### config.mk
export PLATFORM = sky130hd
export DESIGN_NAME = flash_cmd_seq
export DESIGN_NICKNAME = d
export VERILOG_FILES = /design/src/rtl/flash_seq_pkg.sv /design/src/rtl/flash_seq_dpath.sv /design/src/rtl/flash_seq_ctrl.sv /design/src/rtl/flash_cmd_seq.sv
export SDC_FILE = /design/constraint.sdc
export NUM_CORES = 1
export LEC_CHECK = 0
export BUFFER_PORTS_ARGS = -buffer_cell sky130_fd_sc_hd__buf_2
export CORE_MARGIN = 2
export CORE_UTILIZATION = 30
export CTS_CLUSTER_DIAMETER = 100
export DETAILED_ROUTE_END_ITERATION = 12
export PLACE_DENSITY = 0.64
export REMOVE_ABC_BUFFERS = 1
export SLEW_MARGIN = 20
export SYNTH_ARGS = -nofsm -noshare
export SYNTH_HDL_FRONTEND = slang
export SYNTH_SLANG_ARGS = --single-unit
### constraint.sdc
create_clock -name clk -period 2.7 [get_ports clk]
set_input_delay 0.27 -clock clk [delete_from_list [all_inputs] [get_ports clk]]
set_output_delay 0.27 -clock clk [all_outputs]
set_load 0.03 [all_outputs]
### src/rtl/flash_seq_pkg.sv
package flash_seq_pkg;

  typedef enum logic [1:0] {
    CMD_PROG = 2'b00,
    CMD_CHIP = 2'b01,
    CMD_SECT = 2'b10,
    CMD_BAD  = 2'b11
  } flashCmd_e;

  // strobes from control to datapath
  typedef struct packed {
    logic load;     // latch request, restart at first write
    logic advance;  // current write acknowledged
  } seqCtl_t;

  localparam int STEP_W = 3;
  localparam int PROG_LAST = 3;
  localparam int ERASE_LAST = 5;

endpackage

### src/rtl/flash_seq_dpath.sv
module flash_seq_dpath
  import flash_seq_pkg::*;
#(
  parameter int ADDR_W = 32,
  parameter int DATA_W = 32,
  parameter logic [ADDR_W-1:0] UNLOCK_A = 32'h1FC0_2AA8,
  parameter logic [ADDR_W-1:0] UNLOCK_B = 32'h1FC0_1554
) (
  input  logic              clk,
  input  logic              rst,
  input  seqCtl_t           ctl,
  input  logic [1:0]        cmdIn,
  input  logic [ADDR_W-1:0] tgtAddrIn,
  input  logic [DATA_W-1:0] tgtDataIn,
  output logic [ADDR_W-1:0] wrAddr,
  output logic [DATA_W-1:0] wrData,
  output logic              lastStep
);

  localparam int NBYTES = DATA_W / 8;
  localparam logic [DATA_W-1:0] PAT_AA = {NBYTES{8'hAA}};
  localparam logic [DATA_W-1:0] PAT_55 = {NBYTES{8'h55}};
  localparam logic [DATA_W-1:0] PAT_A0 = {NBYTES{8'hA0}};
  localparam logic [DATA_W-1:0] PAT_80 = {NBYTES{8'h80}};
  localparam logic [DATA_W-1:0] PAT_10 = {NBYTES{8'h10}};
  localparam logic [DATA_W-1:0] PAT_30 = {NBYTES{8'h30}};

  logic [STEP_W-1:0] step;
  flashCmd_e         cmdQ;
  logic [ADDR_W-1:0] tgtAddrQ;
  logic [DATA_W-1:0] tgtDataQ;

  assign lastStep = (cmdQ == CMD_PROG) ? (step == STEP_W'(PROG_LAST))
                                       : (step == STEP_W'(ERASE_LAST));

  always_ff @(posedge clk) begin
    if (rst) begin
      step     <= '0;
      cmdQ     <= CMD_PROG;
      tgtAddrQ <= '0;
      tgtDataQ <= '0;
    end else if (ctl.load) begin
      step     <= '0;
      cmdQ     <= flashCmd_e'(cmdIn);
      tgtAddrQ <= tgtAddrIn;
      tgtDataQ <= tgtDataIn;
    end else if (ctl.advance) begin
      step <= lastStep ? '0 : step + 1'b1;
    end
  end

  always_comb begin
    wrAddr = UNLOCK_A;
    wrData = PAT_AA;
    unique case (step)
      3'd0: begin wrAddr = UNLOCK_A; wrData = PAT_AA; end
      3'd1: begin wrAddr = UNLOCK_B; wrData = PAT_55; end
      3'd2: begin
        wrAddr = UNLOCK_A;
        wrData = (cmdQ == CMD_PROG) ? PAT_A0 : PAT_80;
      end
      3'd3: begin
        wrAddr = (cmdQ == CMD_PROG) ? tgtAddrQ : UNLOCK_A;
        wrData = (cmdQ == CMD_PROG) ? tgtDataQ : PAT_AA;
      end
      3'd4: begin wrAddr = UNLOCK_B; wrData = PAT_55; end
      3'd5: begin
        wrAddr = (cmdQ == CMD_SECT) ? tgtAddrQ : UNLOCK_A;
        wrData = (cmdQ == CMD_SECT) ? PAT_30 : PAT_10;
      end
      default: begin wrAddr = '0; wrData = '0; end
    endcase
  end

  // step never passes the last write of the latched command
  p_step_bound_r2: assert property (@(posedge clk) disable iff (rst)
    (step <= STEP_W'(ERASE_LAST)) && ((cmdQ != CMD_PROG) || (step <= STEP_W'(PROG_LAST))));

endmodule

### src/rtl/flash_seq_ctrl.sv
module flash_seq_ctrl
  import flash_seq_pkg::*;
(
  input  logic       clk,
  input  logic       rst,
  input  logic       reqValid,
  input  logic [1:0] reqCmd,
  input  logic       wrAck,
  input  logic       lastStep,
  output seqCtl_t    ctl,
  output logic       busy,
  output logic       wrStb,
  output logic       done,
  output logic       reject
);

  typedef enum logic {S_IDLE, S_WRITE} state_e;
  state_e state;
  logic   accept;

  assign busy   = (state == S_WRITE);
  assign wrStb  = busy;
  assign accept = !busy && reqValid && (flashCmd_e'(reqCmd) != CMD_BAD);

  always_comb begin
    ctl.load    = accept;
    ctl.advance = busy && wrAck;
  end

  always_ff @(posedge clk) begin
    if (rst) begin
      state  <= S_IDLE;
      done   <= 1'b0;
      reject <= 1'b0;
    end else begin
      done   <= busy && wrAck && lastStep;
      reject <= reqValid && !accept;
      unique case (state)
        S_IDLE:  if (accept) state <= S_WRITE;
        S_WRITE: if (wrAck && lastStep) state <= S_IDLE;
        default: state <= S_IDLE;
      endcase
    end
  end

  p_done_pulse_r6: assert property (@(posedge clk) disable iff (rst)
    done |=> !done);
  p_done_idle_r6: assert property (@(posedge clk) disable iff (rst)
    done |-> (!busy && !wrStb));
  p_busy_reject_r7: assert property (@(posedge clk) disable iff (rst)
    (busy && reqValid) |=> reject);
  p_bad_code_r8: assert property (@(posedge clk) disable iff (rst)
    (!busy && reqValid && reqCmd == 2'b11) |=> (reject && !busy));
  p_accept_r5: assert property (@(posedge clk) disable iff (rst)
    (!busy && reqValid && reqCmd != 2'b11) |=> (busy && wrStb && !reject));

endmodule

### src/rtl/flash_cmd_seq.sv
module flash_cmd_seq
  import flash_seq_pkg::*;
#(
  parameter int ADDR_W = 32,
  parameter int DATA_W = 32,
  parameter logic [ADDR_W-1:0] UNLOCK_A = 32'h1FC0_2AA8,
  parameter logic [ADDR_W-1:0] UNLOCK_B = 32'h1FC0_1554
) (
  input  logic              clk,
  input  logic              rst,
  input  logic              reqValid,
  input  logic [1:0]        reqCmd,
  input  logic [ADDR_W-1:0] reqAddr,
  input  logic [DATA_W-1:0] reqData,
  output logic [ADDR_W-1:0] busWrAddr,
  output logic [DATA_W-1:0] busWrData,
  output logic              busWrStb,
  input  logic              busWrAck,
  input  logic              rdReq,
  output logic              rdStall,
  output logic              busy,
  output logic              done,
  output logic              reject
);

  seqCtl_t ctl;
  logic    lastStep;

  flash_seq_ctrl u_ctrl (
    .clk(clk), .rst(rst), .reqValid(reqValid), .reqCmd(reqCmd),
    .wrAck(busWrAck), .lastStep(lastStep), .ctl(ctl), .busy(busy),
    .wrStb(busWrStb), .done(done), .reject(reject)
  );

  flash_seq_dpath #(
    .ADDR_W(ADDR_W), .DATA_W(DATA_W), .UNLOCK_A(UNLOCK_A), .UNLOCK_B(UNLOCK_B)
  ) u_dpath (
    .clk(clk), .rst(rst), .ctl(ctl), .cmdIn(reqCmd), .tgtAddrIn(reqAddr),
    .tgtDataIn(reqData), .wrAddr(busWrAddr), .wrData(busWrData),
    .lastStep(lastStep)
  );

  assign rdStall = rdReq && busy;

  p_hold_r4: assert property (@(posedge clk) disable iff (rst)
    (busWrStb && !busWrAck) |=> (busWrStb && $stable(busWrAddr) && $stable(busWrData)));
  p_stall_r9: assert property (@(posedge clk) disable iff (rst)
    (rdReq && busWrStb) |-> rdStall);
  p_reset_r10: assert property (@(posedge clk) disable iff (rst)
    $past(rst) |-> (!busWrStb && !busy && !done && !reject));

endmodule

# Word-level counts from Yosys, hierarchy flattened
# Index checks and enable logic that the tools add are counted.
# op_classes
eq_ne	7
addsub	1
bitwise_logic	1
mux	12
reduce_logical	14
# op_table
op	count
$pmux 32 s5	1
$pmux 32 s4	1
$mux 32	3
$mux 30	2
$logic_and 1x1->1	7
$eq 3x2->1 const B	2
$eq 3x3->1 const B	2
$reduce_or 2->1	3
$add 3x1->3 const B	1
$eq 3x1->1 const B	1
$logic_not 3->1	1
$mux 1	3
$mux 3	1
$eq 2x2->1 const B	1
$logic_not 1->1	2
$logic_not 2->1	1
$ne 2x2->1 const B	1
$pmux 1 s2	1
$not 1->1	1
# totals
output_inout_bits	69
wordCells	42
inputBits	71
reg_bits	72

# Longest topological paths before layout
# Gate-level depths: netlist of the first run.
# depth
ltp_word	5
ltp_mapped	7
depth_no_buf	5

# Cells and area by module
# From an unflattened synthesis of the first run, not the netlist that was laid out.
# hier_totals
hier_cells	408
hier_area_um2	3529.6
# by_module_without_submodules
mod	instances	area_per_inst_um2	cells_per_inst
flash_seq_dpath	1	3387.0	395
flash_seq_ctrl	1	136.4	12
flash_cmd_seq	1	6.3	1

# Worst setup path after synthesis of the first run
# No wires, ideal clock.
# synth_path
path_kind	register to output
from	register u_dpath.step[2]
to	output busWrData[12]
path_buffers	1
stages_incl_launch_ff	7
setup_slack_ps	499
arrival_time_ps	1931
cell_sequence	dfxtp_1 -> buf_6 -> inv_1 -> ha_1 -> nor3b_2 -> o21ai_0 -> o21ai_0
# synth_between
elab_chain_len	3
elab_cells_between_ends	8
cone_classes	eq/ne (5); mux (1); reduce/logical (2)
# synth_lines
element	line	source
start, declared	flash_seq_dpath.sv:28	logic [STEP_W-1:0] step;
start signal, assigned	flash_seq_dpath.sv:48	step <= lastStep ? '0 : step + 1'b1;
$eq 3x1->1 or $eq 3x3->1 (tied branches)	flash_seq_dpath.sv:55	unique case (step)
$reduce_or 2->1 (no line)	--	
$pmux 32 s5 (*)	flash_seq_dpath.sv:55	
end, declared	flash_cmd_seq.sv:16	output logic [DATA_W-1:0] busWrData,
# Mark *: on every way between the ends. The rest lies on a longest branch, timed or not.

# Final worst setup path of the first run
# layout_path
from	register u_dpath.step[0]
to	output busWrAddr[0]
# layout_between
elab_chain_len	3
elab_cells_between_ends	9
cone_classes	eq/ne (5); mux (1); reduce/logical (3)
# layout_lines
element	line	source
$eq 3x1->1, or another cell as far along	flash_seq_dpath.sv:55	
$reduce_or 2->1 (no line)	--	
$pmux 32 s4 (*)	flash_seq_dpath.sv:55	
end, declared	flash_cmd_seq.sv:15	output logic [ADDR_W-1:0] busWrAddr,
# Marked as above.

==> metrics.cfg, run 1 <==
[outcome]
status = complete, no violations

[cts]
cts_made_buffers = 9
path_clk_slew_ns = 0.06
clock_sinks = 72
cts-hold-fix-buffers = 0
ctsRootBufferMaster = clkbuf_16
cts_max_path_buffers = 2
h-tree-depth = 3
clk_latency_ns = 0.33
cts_tree = built

[global_routing]
grt_first_pass_wirelength_um = 18800
use_met2_pct = 29.24
use_met1_pct = 22.98
top_usage_layer = met2
grt_usage_pct = 17.91
grt_use_met3_pct = 5.073
gr-total-overflow = 0
grt_pass1_vias = 3786
antenna_found_initial = 0
grt_max_degree = 73

[route]
drtIter0Drc = 256
final_antenna_net_count = 0
wire_per_inst_um = 15.55
dr_total_vias = 4012
drtPass1Iterations = 8
drt-total-wl_um = 11980
vias_per_cell = 5.210
drcViolationCount = 0

[synthesis]
yosysWarnings = 0
yosys.area_share.xor_xnor_pct = 0
synthTopCellsByArea = dfxtp_1, a21oi_1, o21ai_0
syn_avg_cell_area_um2 = 7.630
synth_compound_area_share_pct = 32.40
synth_top_area_share_pct = 38.55
synth_fa_ha_area_share_pct = 2.677
synth_top_family_by_area = compound AO/OA/AOI/OAI gates
synthCells = 490
ys_seq_area_share_pct = 38.55
synthSimpleGateAreaFrac_pct = 18.67
syn_area_mm2 = 0.003739
synth.ff_latch_count = 72
yosys.area.top_type = dfxtp_1
synth_cell_types = 39
synthMuxAreaShare_pct = 0

[floorplan]
io_pins = 140
dieArea_mm2 = 0.01337
start_util_pct = 30.87
die_w_um = 115.6
dieHeight_um = 115.6
rows = 40
core_mm2 = 0.01211

[pwr]
ir_worst_vdd_mv = 0.4368
p_per_area_mw_per_mm2 = 576.9
leakagePower_nw = 1.927

[sta]
tightest_slew_ns = 0.7782
finalClockSkew_ns = 0.003431
timing.final.ws_setup_ns = 0.2159
period_share_pct = 92.00
hold_viol_final = 0
fin_crit_ns = 2.484
slew_headroom_pct = 48.12
setup_viol = 0
rsz0062_at_grt = no
max_freq_ghz = 0.4026
timing.hold.ws_ns = 0.1850
slew_violations = 0

[worst_setup_path]
start_kind = flop
critical_path_class = reg2out
crit_arrival_ns = 2.21
required_ns = 2.43
cp_max_fo = 19
cp-end-kind = primary output

[placed_design]
io_buffers = 139
gp_congestion = 0.8787
preCtsSetupSlack_ns = 0.3504
detailed_place_hpwl_um = 7734

[final_layout]
syn_to_final_growth_pct = 29.18
final_common_cell = buf_2
diodes = 0
nets = 676
post-route-util_pct = 39.88
final_cell_mix = buf_2, a21oi_1, o21ai_0
layout-drive-gt1-share_pct = 30.23

[worst_hold_path]
hp-class = in2reg

[job]
drv_cap = 0

flip-flops by register name, indices dropped and copies added, names as in the netlist:
name and cells:
u_ctrl.reject 1, u_dpath.tgtAddrQ 32, u_dpath.step 3, u_dpath.tgtDataQ 32
u_dpath.cmdQ 2, u_ctrl.busy 1, u_ctrl.done 1
final timing paths:
path / startpoint / to / slack [ns] / cells after the start
max: u_dpath.step[0] / busWrAddr[0] / 0.22 / 6
min: reqData[16] / u_dpath.tgtDataQ[16] / 0.18 / 3
max reg2reg: u_dpath.step[0] / u_ctrl.busy / 0.88 / 5
min reg2reg: u_dpath.tgtAddrQ[20] / u_dpath.tgtAddrQ[20] / 0.47 / 2
power breakdown:
| part | leakage [nW] | internal, mW | switching (mW) | total, mW |
|---|---|---|---|---|
| clock | 0.145 | 0.693 | 0.444 | 1.14 |
| combinational | 1.19 | 0.160 | 0.340 | 0.501 |
| sequential | 0.589 | 1.12 | 0.0273 | 1.15 |
synthesized netlist by cell type (all sizes together):
cell	instances
a211oi	5
a21bo	1
a21boi	1
a21o	8
a21oi	92
and2	16
and3b	1
buf	28
clkbuf	26
dfxtp	72
ha	8
inv	9
nand2	30
nand2b	2
nand3	67
nand4	2
nand4b	2
nor2	6
nor2b	1
nor3b	2
nor4	1
o211ai	1
o21a	1
o21ai	89
o21ba	1
o311a	1
o31ai	1
o41ai	13
or2	1
or3b	1
or4	1
repair_timing:
item,CTS,global route
endpoints found under the setup margin,29,16
setup buffers,0,0
pin swaps,0,0
gates resized for setup,1,3
per-layer routing:
layer / share of wire (%) / vias up / wire, um
met1: 44 / 1903 / 5304
met4: 1.8 / 0 / 210
met5: 0 / - / 0
met3: 5.1 / 13 / 616
met2: 49 / 124 / 5845
li1: - / 1972 / -
cell type report:
class | count | area (um2)
Clock buffer | 13 | 270.3
Fill cell | 1304 | 7282
Sequential cell | 72 | 1443
Multi-Input combinational cell | 355 | 2042
Tap cell | 168 | 210.2
Timing Repair Buffer | 150 | 815.8
Clock inverter | 3 | 15.01
Inverter | 9 | 33.78
critical path, cell delays in order (launching register included):
cell and delay, ns:
dfxtp_1 0.40, ha_1 0.24, ha_4 0.26, nand2b_1 0.12, a21oi_4 0.45, and2_1 0.20
buf_2 0.20
cells by family after synthesis:
family	Yosys count
buffers and inverters	63
adder cells (fa/ha/maj)	8
AO/OA/AOI/OAI	214
flip-flops	72
AND/OR/NAND/NOR	133
stage by stage:
step           TNS, ns  area (um2)  total power, mW  std cells
2_1_floorplan   -36.56        3485            1.457        436
4_1_cts              0        4811            2.834        770
6_report             0        4830            2.786        770
3_3_place_gp         0        4523            1.663        754
5_1_grt              0        4830            2.924        770
3_5_place_dp         0        4523            1.674        754
No activity file was read; power rests on OpenSTA's default activity.
==> inputs of run 2 (changes only) <==
--- a/config.mk
+++ b/config.mk
@@ -8,6 +8,7 @@
 export BUFFER_PORTS_ARGS = -buffer_cell sky130_fd_sc_hd__buf_2
 export CORE_MARGIN = 2
 export CORE_UTILIZATION = 30
+export CTS_BUF_LIST = sky130_fd_sc_hd__clkbuf_8
 export CTS_CLUSTER_DIAMETER = 100
 export DETAILED_ROUTE_END_ITERATION = 12
 export PLACE_DENSITY = 0.64
==> constraint.sdc (replaced) <==
create_clock -name clk -period 2.7 [get_ports clk]
set_input_delay 0 -clock clk [delete_from_list [all_inputs] [get_ports clk]]
set_output_delay 0 -clock clk [all_outputs]
set_load 0.03 [all_outputs]
==> metrics.cfg, run 2 (synthesis results as in run 1) <==
[outcome]
status = complete, no violations

[worst_setup_path]
crit_arrival_ns = 2.55
critPathMaxStageDelay_ns = 0.86
cp_max_fo = 12
cp_top_family = compound AO/OA/AOI/OAI gates
required_ns = 2.70
slowest_stage = a21oi_1
start_kind = flop
critical_path_class = reg2out
cp-end-kind = primary output
crit_chain = inv_1 > ha_1 > nor2b_2 > a21oi_1 > a21oi_1 > buf_2
cp_num_buf_inv = 2
cp_common_cell = a21oi_1

[sta]
timing.final.ws_setup_ns = 0.1529
slew_violations = 0
setup_viol = 0
rsz0062_at_grt = no
tightest_slew_ns = 1.116
tns_ns = 0
slew_headroom_pct = 25.58
max_freq_ghz = 0.3926
period_share_pct = 94.34
hold_viol_final = 0
timing.hold.ws_ns = 0.06242
fin_crit_ns = 2.547
finalClockSkew_ns = 0.009398

[floorplan]
io_pins = 140
core_mm2 = 0.01211
die_w_um = 115.6
dieArea_mm2 = 0.01337
dieHeight_um = 115.6
rows = 40
start_util_pct = 30.87

[cts]
clk_latency_ns = 0.35
cts_made_buffers = 9
clock_sinks = 72
ctsRootBufferMaster = clkbuf_8
cts_max_path_buffers = 2
cts_setup_buffers = 0
path_clk_slew_ns = 0.08
h-tree-depth = 3
cts_tree = built

[placed_design]
preCtsSetupSlack_ns = 0.4699
gp_congestion = 0.8752
place_area_mm2 = 0.004493
detailed_place_hpwl_um = 7991
io_buffers = 139
dp.cells = 755

[final_layout]
nets = 744
post-route-util_pct = 44.57
fin_cells = 838
layout-drive-gt1-share_pct = 27.01
diodes = 0
largestRegisters = u_dpath.tgtAddrQ: 32 flops, u_dpath.tgtDataQ: 32 flops, u_dpath.step: 3 flops
fin_area_mm2 = 0.005398
final_cell_mix = buf_2, a21oi_1, o21ai_0
fillerInstances = 1237
syn_to_final_growth_pct = 44.38
final_common_cell = buf_2

[route]
drcViolationCount = 0
drt-total-wl_um = 13180
drtIter0Drc = 300
final_antenna_net_count = 0
vias_per_cell = 5.168
wire_per_inst_um = 15.72
dr_total_vias = 4331
drtPass1Iterations = 5

[job]
drv_cap = 0

[global_routing]
gr-total-overflow = 0
antenna_found_initial = 0
grt_first_pass_wirelength_um = 20890
grt_max_degree = 68
grt_pass1_vias = 4293
grt_usage_pct = 19.60

[pwr]
leakagePower_nw = 2.171
ir_worst_vdd_mv = 0.2387
p_per_area_mw_per_mm2 = 504.8
total_power_mw = 2.725

[worst_hold_path]
hp-class = in2reg

==> run 2: cell types whose count changed in the layout (fill, tap and decap cells not counted), moves of 2 or more <==
cell | before | now
buf_12 | 3 | 0
bufinv_16 | 0 | 2
clkinv_2 | 3 | 0
dlygate4sd3_1 | 0 | 67
clkbuf_8 | 3 | 11
clkbuf_16 | 9 | 0
buf_4 | 8 | 12
==> run 2: repair_timing <==
action,CTS,global route
endpoints found under the setup margin,0,2
endpoints found under the hold margin,67,0
gates resized for setup,0,1
hold buffers,67,0
==> run 2: power by group <==
part           internal [mW]  switching [mW]  leakage (nW)
sequential              1.12          0.0287         0.589
clock                  0.570           0.434         0.117
combinational          0.218           0.355          1.46
==> run 2: worst register-to-register path, cell delays in order (launching register included) <==
cell and delay [ns]:
dfxtp_1 0.42, ha_1 0.23, ha_1 0.31, or3b_1 0.45, a211oi_1 0.29
==> run 2: final timing paths <==
kind	start	to	slack, ns	depth (start not counted)
worst min register to register	u_dpath.tgtAddrQ[20]	u_dpath.tgtAddrQ[20]	0.47	2
worst min-delay path	busWrAck	u_dpath.step[2]	0.06	4
worst max register to register	u_dpath.step[0]	u_ctrl.done	0.88	4
worst max-delay path	u_dpath.step[1]	busWrData[14]	0.15	6
==> run 2: final cells by class <==
class	instances	area (um2)	area share [%]
multi-input combinational	355	2023	37.48
timing repair buffer	218	1456	26.98
tap	168	210.2	3.894
sequential	72	1443	26.73
clock inverter	5	80.08	1.484
inverter	9	33.78	0.6259
clock buffer	11	151.4	2.805
==> run 2: per-layer routing <==
metal | wire length (um) | vias up | part of all wire [%] | GRT usage [%]
li1 | - | 2106 | - | -
met1 | 5654 | 2045 | 43 | 24.69
met2 | 6591 | 155 | 50 | 33.33
met3 | 665 | 25 | 5.0 | 3.452
met4 | 264 | 0 | 2.0 | 7.778
met5 | 0 | - | 0 | 0
